--- src/rtl/ebus_pkg.sv ---
package ebus_pkg;
  typedef enum logic [2:0] {
    ST_IDLE,
    ST_ADDR,
    ST_SWAIT,
    ST_XWAIT,
    ST_HOLD
  } ebus_st_e;

  localparam int unsigned N_SPACE = 3;
  localparam int unsigned SP_PROG = 0;
  localparam int unsigned SP_DATA = 1;
  localparam int unsigned SP_IO   = 2;

  typedef struct packed {
    logic [N_SPACE-1:0] sel_n;   // {io, data, prog}
    logic               mstrb_n;
    logic               iostrb_n;
    logic               rw;
  } ebus_ctl_t;
endpackage

--- src/rtl/ebus_seq.sv ---
module ebus_seq
  import ebus_pkg::*;
#(
  parameter int unsigned WS_W = 3,
  parameter int unsigned AW   = 16,
  parameter int unsigned DW   = 16
) (
  input  logic            clk_i,
  input  logic            rst_ni,
  input  logic            req_i,
  input  logic [1:0]      req_space_i,
  input  logic            req_we_i,
  input  logic [WS_W-1:0] req_ws_i,
  input  logic [AW-1:0]   req_addr_i,
  input  logic [DW-1:0]   req_wdata_i,
  input  logic            ready_i,
  input  logic            hold_ni,
  input  logic [DW-1:0]   bus_rdata_i,
  output logic            active_o,
  output logic            in_hold_o,
  output logic            msc_win_o,
  output logic [1:0]      space_o,
  output logic            we_o,
  output logic [AW-1:0]   addr_o,
  output logic [DW-1:0]   wdata_o,
  output logic            done_o,
  output logic [DW-1:0]   rdata_o
);
  localparam logic [WS_W-1:0] WS_ONE  = WS_W'(1);
  localparam logic [WS_W-1:0] WS_LONG = WS_W'(2);

  ebus_st_e        st_q, st_d;
  logic [WS_W-1:0] cnt_q, cnt_d, ws_q;
  logic [1:0]      sp_q;
  logic            we_q, done_q, fin, accept, long_w;
  logic [AW-1:0]   addr_q;
  logic [DW-1:0]   wdata_q, rdata_q;

  // ready only matters for long software waits
  assign long_w = (ws_q >= WS_LONG);
  assign accept = (st_q == ST_IDLE) && hold_ni && req_i;

  always_comb begin
    st_d  = st_q;
    cnt_d = cnt_q;
    fin   = 1'b0;
    unique case (st_q)
      ST_IDLE:  if (!hold_ni) st_d = ST_HOLD;
                else if (req_i) st_d = ST_ADDR;
      ST_ADDR:  if (ws_q == '0) fin = 1'b1;
                else begin
                  st_d  = ST_SWAIT;
                  cnt_d = WS_ONE;
                end
      ST_SWAIT: if (cnt_q != ws_q) cnt_d = cnt_q + WS_ONE;
                else if (long_w && !ready_i) st_d = ST_XWAIT;
                else fin = 1'b1;
      ST_XWAIT: if (ready_i) fin = 1'b1;
      ST_HOLD:  if (hold_ni) st_d = ST_IDLE;
      default:  st_d = ST_IDLE;
    endcase
    if (fin) st_d = ST_IDLE;
  end

  always_ff @(posedge clk_i or negedge rst_ni) begin
    if (!rst_ni) begin
      st_q    <= ST_IDLE;
      cnt_q   <= '0;
      ws_q    <= '0;
      sp_q    <= '0;
      we_q    <= 1'b0;
      addr_q  <= '0;
      wdata_q <= '0;
      done_q  <= 1'b0;
      rdata_q <= '0;
    end else begin
      st_q   <= st_d;
      cnt_q  <= cnt_d;
      done_q <= fin;
      if (fin && !we_q) rdata_q <= bus_rdata_i;
      if (accept) begin
        ws_q    <= req_ws_i;
        sp_q    <= req_space_i;
        we_q    <= req_we_i;
        addr_q  <= req_addr_i;
        wdata_q <= req_wdata_i;
      end
    end
  end

  assign active_o  = (st_q == ST_ADDR) || (st_q == ST_SWAIT) || (st_q == ST_XWAIT);
  assign in_hold_o = (st_q == ST_HOLD);
  assign msc_win_o = (st_q == ST_SWAIT) && long_w;
  assign space_o   = sp_q;
  assign we_o      = we_q;
  assign addr_o    = addr_q;
  assign wdata_o   = wdata_q;
  assign done_o    = done_q;
  assign rdata_o   = rdata_q;
endmodule

--- src/rtl/ebus_decode.sv ---
module ebus_decode
  import ebus_pkg::*;
(
  input  logic      active_i,
  input  logic [1:0] space_i,
  input  logic      we_i,
  output ebus_ctl_t ctl_o
);
  logic [N_SPACE-1:0] hit;

  always_comb begin
    hit         = '0;
    hit[SP_IO]   = space_i[1];
    hit[SP_DATA] = !space_i[1] && space_i[0];
    hit[SP_PROG] = !space_i[1] && !space_i[0];
  end

  for (genvar i = 0; i < N_SPACE; i++) begin : g_sel
    assign ctl_o.sel_n[i] = !(active_i && hit[i]);
  end

  assign ctl_o.mstrb_n  = !(active_i && (hit[SP_PROG] || hit[SP_DATA]));
  assign ctl_o.iostrb_n = !(active_i && hit[SP_IO]);
  assign ctl_o.rw       = !(active_i && we_i);
endmodule

--- src/rtl/ebus_oe.sv ---
module ebus_oe (
  input  logic off_ni,
  input  logic in_hold_i,
  input  logic msc_win_i,
  output logic bus_oe_o,
  output logic aux_oe_o,
  output logic holda_no,
  output logic msc_no
);
  assign bus_oe_o = off_ni && !in_hold_i;
  assign aux_oe_o = off_ni;
  assign holda_no = !in_hold_i;
  assign msc_no   = !msc_win_i;
endmodule

--- src/rtl/ext_bus_seq.sv ---
module ext_bus_seq
  import ebus_pkg::*;
#(
  parameter int unsigned WS_W = 3,
  parameter int unsigned AW   = 16,
  parameter int unsigned DW   = 16
) (
  input  logic            clk_i,
  input  logic            rst_ni,
  input  logic            req_i,
  input  logic [1:0]      req_space_i,
  input  logic            req_we_i,
  input  logic [WS_W-1:0] req_ws_i,
  input  logic [AW-1:0]   req_addr_i,
  input  logic [DW-1:0]   req_wdata_i,
  output logic            done_o,
  output logic [DW-1:0]   rdata_o,
  output logic [AW-1:0]   bus_addr_o,
  output logic [DW-1:0]   bus_wdata_o,
  input  logic [DW-1:0]   bus_rdata_i,
  output logic            ps_no,
  output logic            ds_no,
  output logic            is_no,
  output logic            mstrb_no,
  output logic            iostrb_no,
  output logic            rw_o,
  input  logic            ready_i,
  output logic            msc_no,
  input  logic            hold_ni,
  output logic            holda_no,
  input  logic            off_ni,
  output logic            bus_oe_o,
  output logic            aux_oe_o
);
  logic       active, in_hold, msc_win, we;
  logic [1:0] space;
  ebus_ctl_t  ctl;

  ebus_seq #(.WS_W(WS_W), .AW(AW), .DW(DW)) u_seq (
    .clk_i       (clk_i),
    .rst_ni      (rst_ni),
    .req_i       (req_i),
    .req_space_i (req_space_i),
    .req_we_i    (req_we_i),
    .req_ws_i    (req_ws_i),
    .req_addr_i  (req_addr_i),
    .req_wdata_i (req_wdata_i),
    .ready_i     (ready_i),
    .hold_ni     (hold_ni),
    .bus_rdata_i (bus_rdata_i),
    .active_o    (active),
    .in_hold_o   (in_hold),
    .msc_win_o   (msc_win),
    .space_o     (space),
    .we_o        (we),
    .addr_o      (bus_addr_o),
    .wdata_o     (bus_wdata_o),
    .done_o      (done_o),
    .rdata_o     (rdata_o)
  );

  ebus_decode u_dec (
    .active_i (active),
    .space_i  (space),
    .we_i     (we),
    .ctl_o    (ctl)
  );

  ebus_oe u_oe (
    .off_ni    (off_ni),
    .in_hold_i (in_hold),
    .msc_win_i (msc_win),
    .bus_oe_o  (bus_oe_o),
    .aux_oe_o  (aux_oe_o),
    .holda_no  (holda_no),
    .msc_no    (msc_no)
  );

  assign ps_no     = ctl.sel_n[SP_PROG];
  assign ds_no     = ctl.sel_n[SP_DATA];
  assign is_no     = ctl.sel_n[SP_IO];
  assign mstrb_no  = ctl.mstrb_n;
  assign iostrb_no = ctl.iostrb_n;
  assign rw_o      = ctl.rw;
endmodule

--- config.mk ---
export PLATFORM = sky130hd
export DESIGN_NAME = ext_bus_seq
export DESIGN_NICKNAME = d
export VERILOG_FILES = /design/src/rtl/ebus_pkg.sv /design/src/rtl/ebus_seq.sv /design/src/rtl/ebus_decode.sv /design/src/rtl/ebus_oe.sv /design/src/rtl/ext_bus_seq.sv
export SDC_FILE = /design/constraint.sdc
export NUM_CORES = 1
export LEC_CHECK = 0
export ABC_CLOCK_PERIOD_IN_PS = 5760
export BUFFER_PORTS_ARGS = -buffer_cell sky130_fd_sc_hd__buf_2
export CORE_MARGIN = 3
export CORE_UTILIZATION = 35
export CTS_CLUSTER_DIAMETER = 120
export CTS_CLUSTER_SIZE = 30
export DETAILED_ROUTE_END_ITERATION = 8
export PLACE_DENSITY_LB_ADDON = 0.08
export SETUP_SLACK_MARGIN = 0.05
export SKIP_LAST_GASP = 1
export SYNTH_ARGS = -nofsm -noshare
export SYNTH_HDL_FRONTEND = slang
export SYNTH_SLANG_ARGS = --single-unit
--- constraint.sdc ---
create_clock -name clk_i -period 5.76 [get_ports clk_i]
set_input_delay 0.576 -clock clk_i [delete_from_list [all_inputs] [get_ports clk_i]]
set_output_delay 0.576 -clock clk_i [all_outputs]
set_load 0.03 [all_outputs]
==> flow_summary_export.csv <==
group,metric,value,unit
cells_and_area,multiInputGateArea,0.00111,mm^2
power_and_ir_drop,p_per_area,628,mW/mm^2
sta,setup_viol,0,
floorplan,fp-row-count,31,
cells_and_area,instances_no_fill,430,
cells_and_area,nFillCells,734,
grt,overflow,0,
floorplan,die_h,95.3,um
routing,drt_iter0_drc,40,
cts,cts_root_buffer,"clkbuf_8",
cts,cts_buffers,9,
worst_setup_path,worst_path_max_delay_cell,"dfrtp_1",
cts,cts_max_level,3,
logic_synthesis,synth-compound-area-share,15.9,%
routing,viasPerCell,4.81,
routing,wirelength,6710,um
sta,grt_setup_unrepaired,"no",
routing,route.vias.total,2069,
sta,slew-limit-headroom,27.8,%
cells_and_area,drive_gt1_share,58.6,%
cts,cts_tree,"built",
cells_and_area,syn_to_final_growth,29.3,%
run_status,status,"complete, no violations",
worst_setup_path,crit_path_max_incr_delay,0.78,ns
logic_synthesis,netlist_area,0.00279,mm^2
sta,hold_violations,0,
worst_setup_path,cp-end-kind,"primary output",
grt,grt_pass1_wl,10700,um
sta,worst_clock_skew,0.00673,ns
floorplan,dieArea,0.00908,mm^2
logic_synthesis,syn-num-nets,276,
sta,slew_viol_final,0,
routing,routedWlPerCell,15.6,um
grt,grt_antenna_before_repair,0,
routing,route.detailed.drc,0,
logic_synthesis,ys_warn_count,0,
logic_synthesis,synth_top_family_by_area,"multiplexers",
worst_setup_path,arrival,2.12,ns
cts,cts_hold_buf,0,
logic_synthesis,synth-simple-area-share,6.19,%
logic_synthesis,yosys.area_share.xor_xnor,0.941,%
cells_and_area,nets,388,
floorplan,initial_utilization,37.3,%
place,gp_congestion,0.725,
cts,clk_latency,0.33,ns
floorplan,ioPinCount,119,
cts,cts_resized,0,
place,io_buffers,118,
worst_setup_path,critPathMaxFanout,28,
worst_setup_path,cp_cell_sequence,"or3_1 > or2_2 > buf_2",
logic_synthesis,yosysSeqAreaShare,54.7,%
flow_run,drv_cap,0,
grt,globalRouteTotalUtil,15.6,%
routing,drt_first_pass_iters,4,
cts,post_cts_buffers,0,
cells_and_area,utilization,48.2,%
sta,setup_tns,0,ns
cells_and_area,final_common_cell,"buf_2",
min_path,hold_class,"in2async",
routing,routed-wl-met2,3360,um
sta,period_share,46.7,%
worst_setup_path,required,5.18,ns
worst_setup_path,regToRegStartpoint,"u_seq.st_q[2]",
cells_and_area,ff_latch_area,0.00153,mm^2
place,hpwl,4700,um
logic_synthesis,ys_types,35,
worst_setup_path,r2r_end,"u_seq.rdata_o[4]",
floorplan,die_width,95.3,um
routing,top_layer,"met4",
logic_synthesis,synth_area_per_cell,13.0,um^2
power_and_ir_drop,ir_drop,310,uV
logic_synthesis,synthCells,215,
floorplan,core-area,0.00749,mm^2
cts,clock_path_buffers,2,
routing,antenna_left,0,
cells_and_area,final_cell_mix,"buf_2, dfrtp_1, mux2_2, inv_1, clkbuf_8",
cts,cts_sinks,61,
worst_setup_path,reg2reg_depth,3,
sta,layout_min_cycle_time,2.69,ns
sta,max_slew.worst_pin.slew,1.08,ns
worst_setup_path,crit_type,"reg2out",
logic_synthesis,yosys_register_bits,61,
cells_and_area,diodes,0,
logic_synthesis,yosys.area_share.adder,0.448,%
power_and_ir_drop,leakage,1.72,nW
cts,path_clk_slew,0.06,ns
worst_setup_path,r2r_slack,3.38,ns
sta,fmax,0.371,GHz
grt,grt_max_degree,62,
routing,drt-met1-wl,2740,um
grt,grt_pass1_vias,2156,
routing,dr_wl_met3,580,um
place,place_inst,415,
logic_synthesis,muxShareOfSynthArea,16.0,%
worst_setup_path,cp-start-kind,"register",
kinds of logic (layout without fill, tap and decap cells):
family,after synthesis,after routing
AOI/OAI and AO/OA,42,42
and+or+nand+nor,32,32
adders and majority gates,1,1
buffers and inverters,36,152
xor gates and xnor gates,3,3
DFF,61,61
muxes,40,40
where the power goes:
part           internal [W]  leakage [nW]  switching, W
clock network      0.000189        0.0926      0.000153
registers          0.000639         0.731      0.000185
logic              0.000408         0.900      0.000691
stage by stage:
step	total power, W	cell area [um^2]	hold WS [ns]	setup WS [ns]
after floorplan	0.00163	2790	0.280	3.58
after global placement	0.00194	3430	0.464	3.37
after detailed placement	0.00195	3430	0.472	3.37
after CTS	0.00230	3610	0.398	3.03
after global routing	0.00242	3610	0.399	2.97
final	0.00227	3610	0.400	3.07
layout make-up:
class | count | share of cell area (%)
clock buffer | 14 | 4.78
timing repair buffer | 120 | 16.8
sequential | 61 | 42.3
tap | 99 | 3.43
multi-input combinational | 118 | 30.8
clock inverter | 1 | 0.139
inverter | 17 | 1.77
layer usage:
metal / vias up / track usage, %
li1: 1000 / -
met1: 995 / 18.4
met2: 72 / 25.5
met3: 2 / 7.02
met4: 0 / 4.69
met5: - / 0
synth_stat cells (all sizes together):
library cell | instances | area, um^2
dfrtp | 61 | 1530
mux2 | 38 | 428
inv | 17 | 63.8
o211ai | 16 | 170
o41ai | 16 | 208
buf | 10 | 65.1
clkbuf | 9 | 33.8
nand2 | 7 | 26.3
nor2 | 5 | 18.8
nor3 | 4 | 20.0
o21ai | 4 | 20.0
or4 | 4 | 33.8
a21oi | 3 | 15.0
nand3 | 3 | 15.0
xnor2 | 3 | 26.3
mux2i | 2 | 20.0
nand3b | 2 | 15.0
a2111o | 1 | 11.3
a2bb2oi | 1 | 8.76
and2 | 1 | 6.26
and3 | 1 | 6.26
ha | 1 | 12.5
nand2b | 1 | 6.26
nor2b | 1 | 6.26
nor4 | 1 | 6.26
o21ba | 1 | 10.0
or2 | 1 | 6.26
or3 | 1 | 6.26
state kept, by name, indices dropped and copies added (netlist names):
name,cells
u_seq.addr_o,16
u_seq.cnt_q,3
u_seq.done_o,1
u_seq.rdata_o,16
u_seq.space_o,2
u_seq.st_q,3
u_seq.wdata_o,16
u_seq.we_o,1
u_seq.ws_q,3
how the worst max path moves through the flow:
stage | from | end | slack [ns]
finish | u_seq.st_q[2] | ps_no | 3.07
floorplan | u_seq.st_q[2] | bus_oe_o | 3.58
detailed placement | u_seq.st_q[2] | u_seq.rdata_o[15] | 3.37
global placement | u_seq.st_q[2] | u_seq.rdata_o[0] | 3.37
CTS | u_seq.st_q[2] | ps_no | 3.03
global route | u_seq.st_q[2] | ps_no | 2.97
critical path: cells and delay by family, from the launching register on:
kind	cells	cell delay (ns)
buffers and inverters	1	0.18
DFF	1	0.78
and+or+nand+nor	2	0.83
Note: power is estimated with default switching activity, not from simulation.
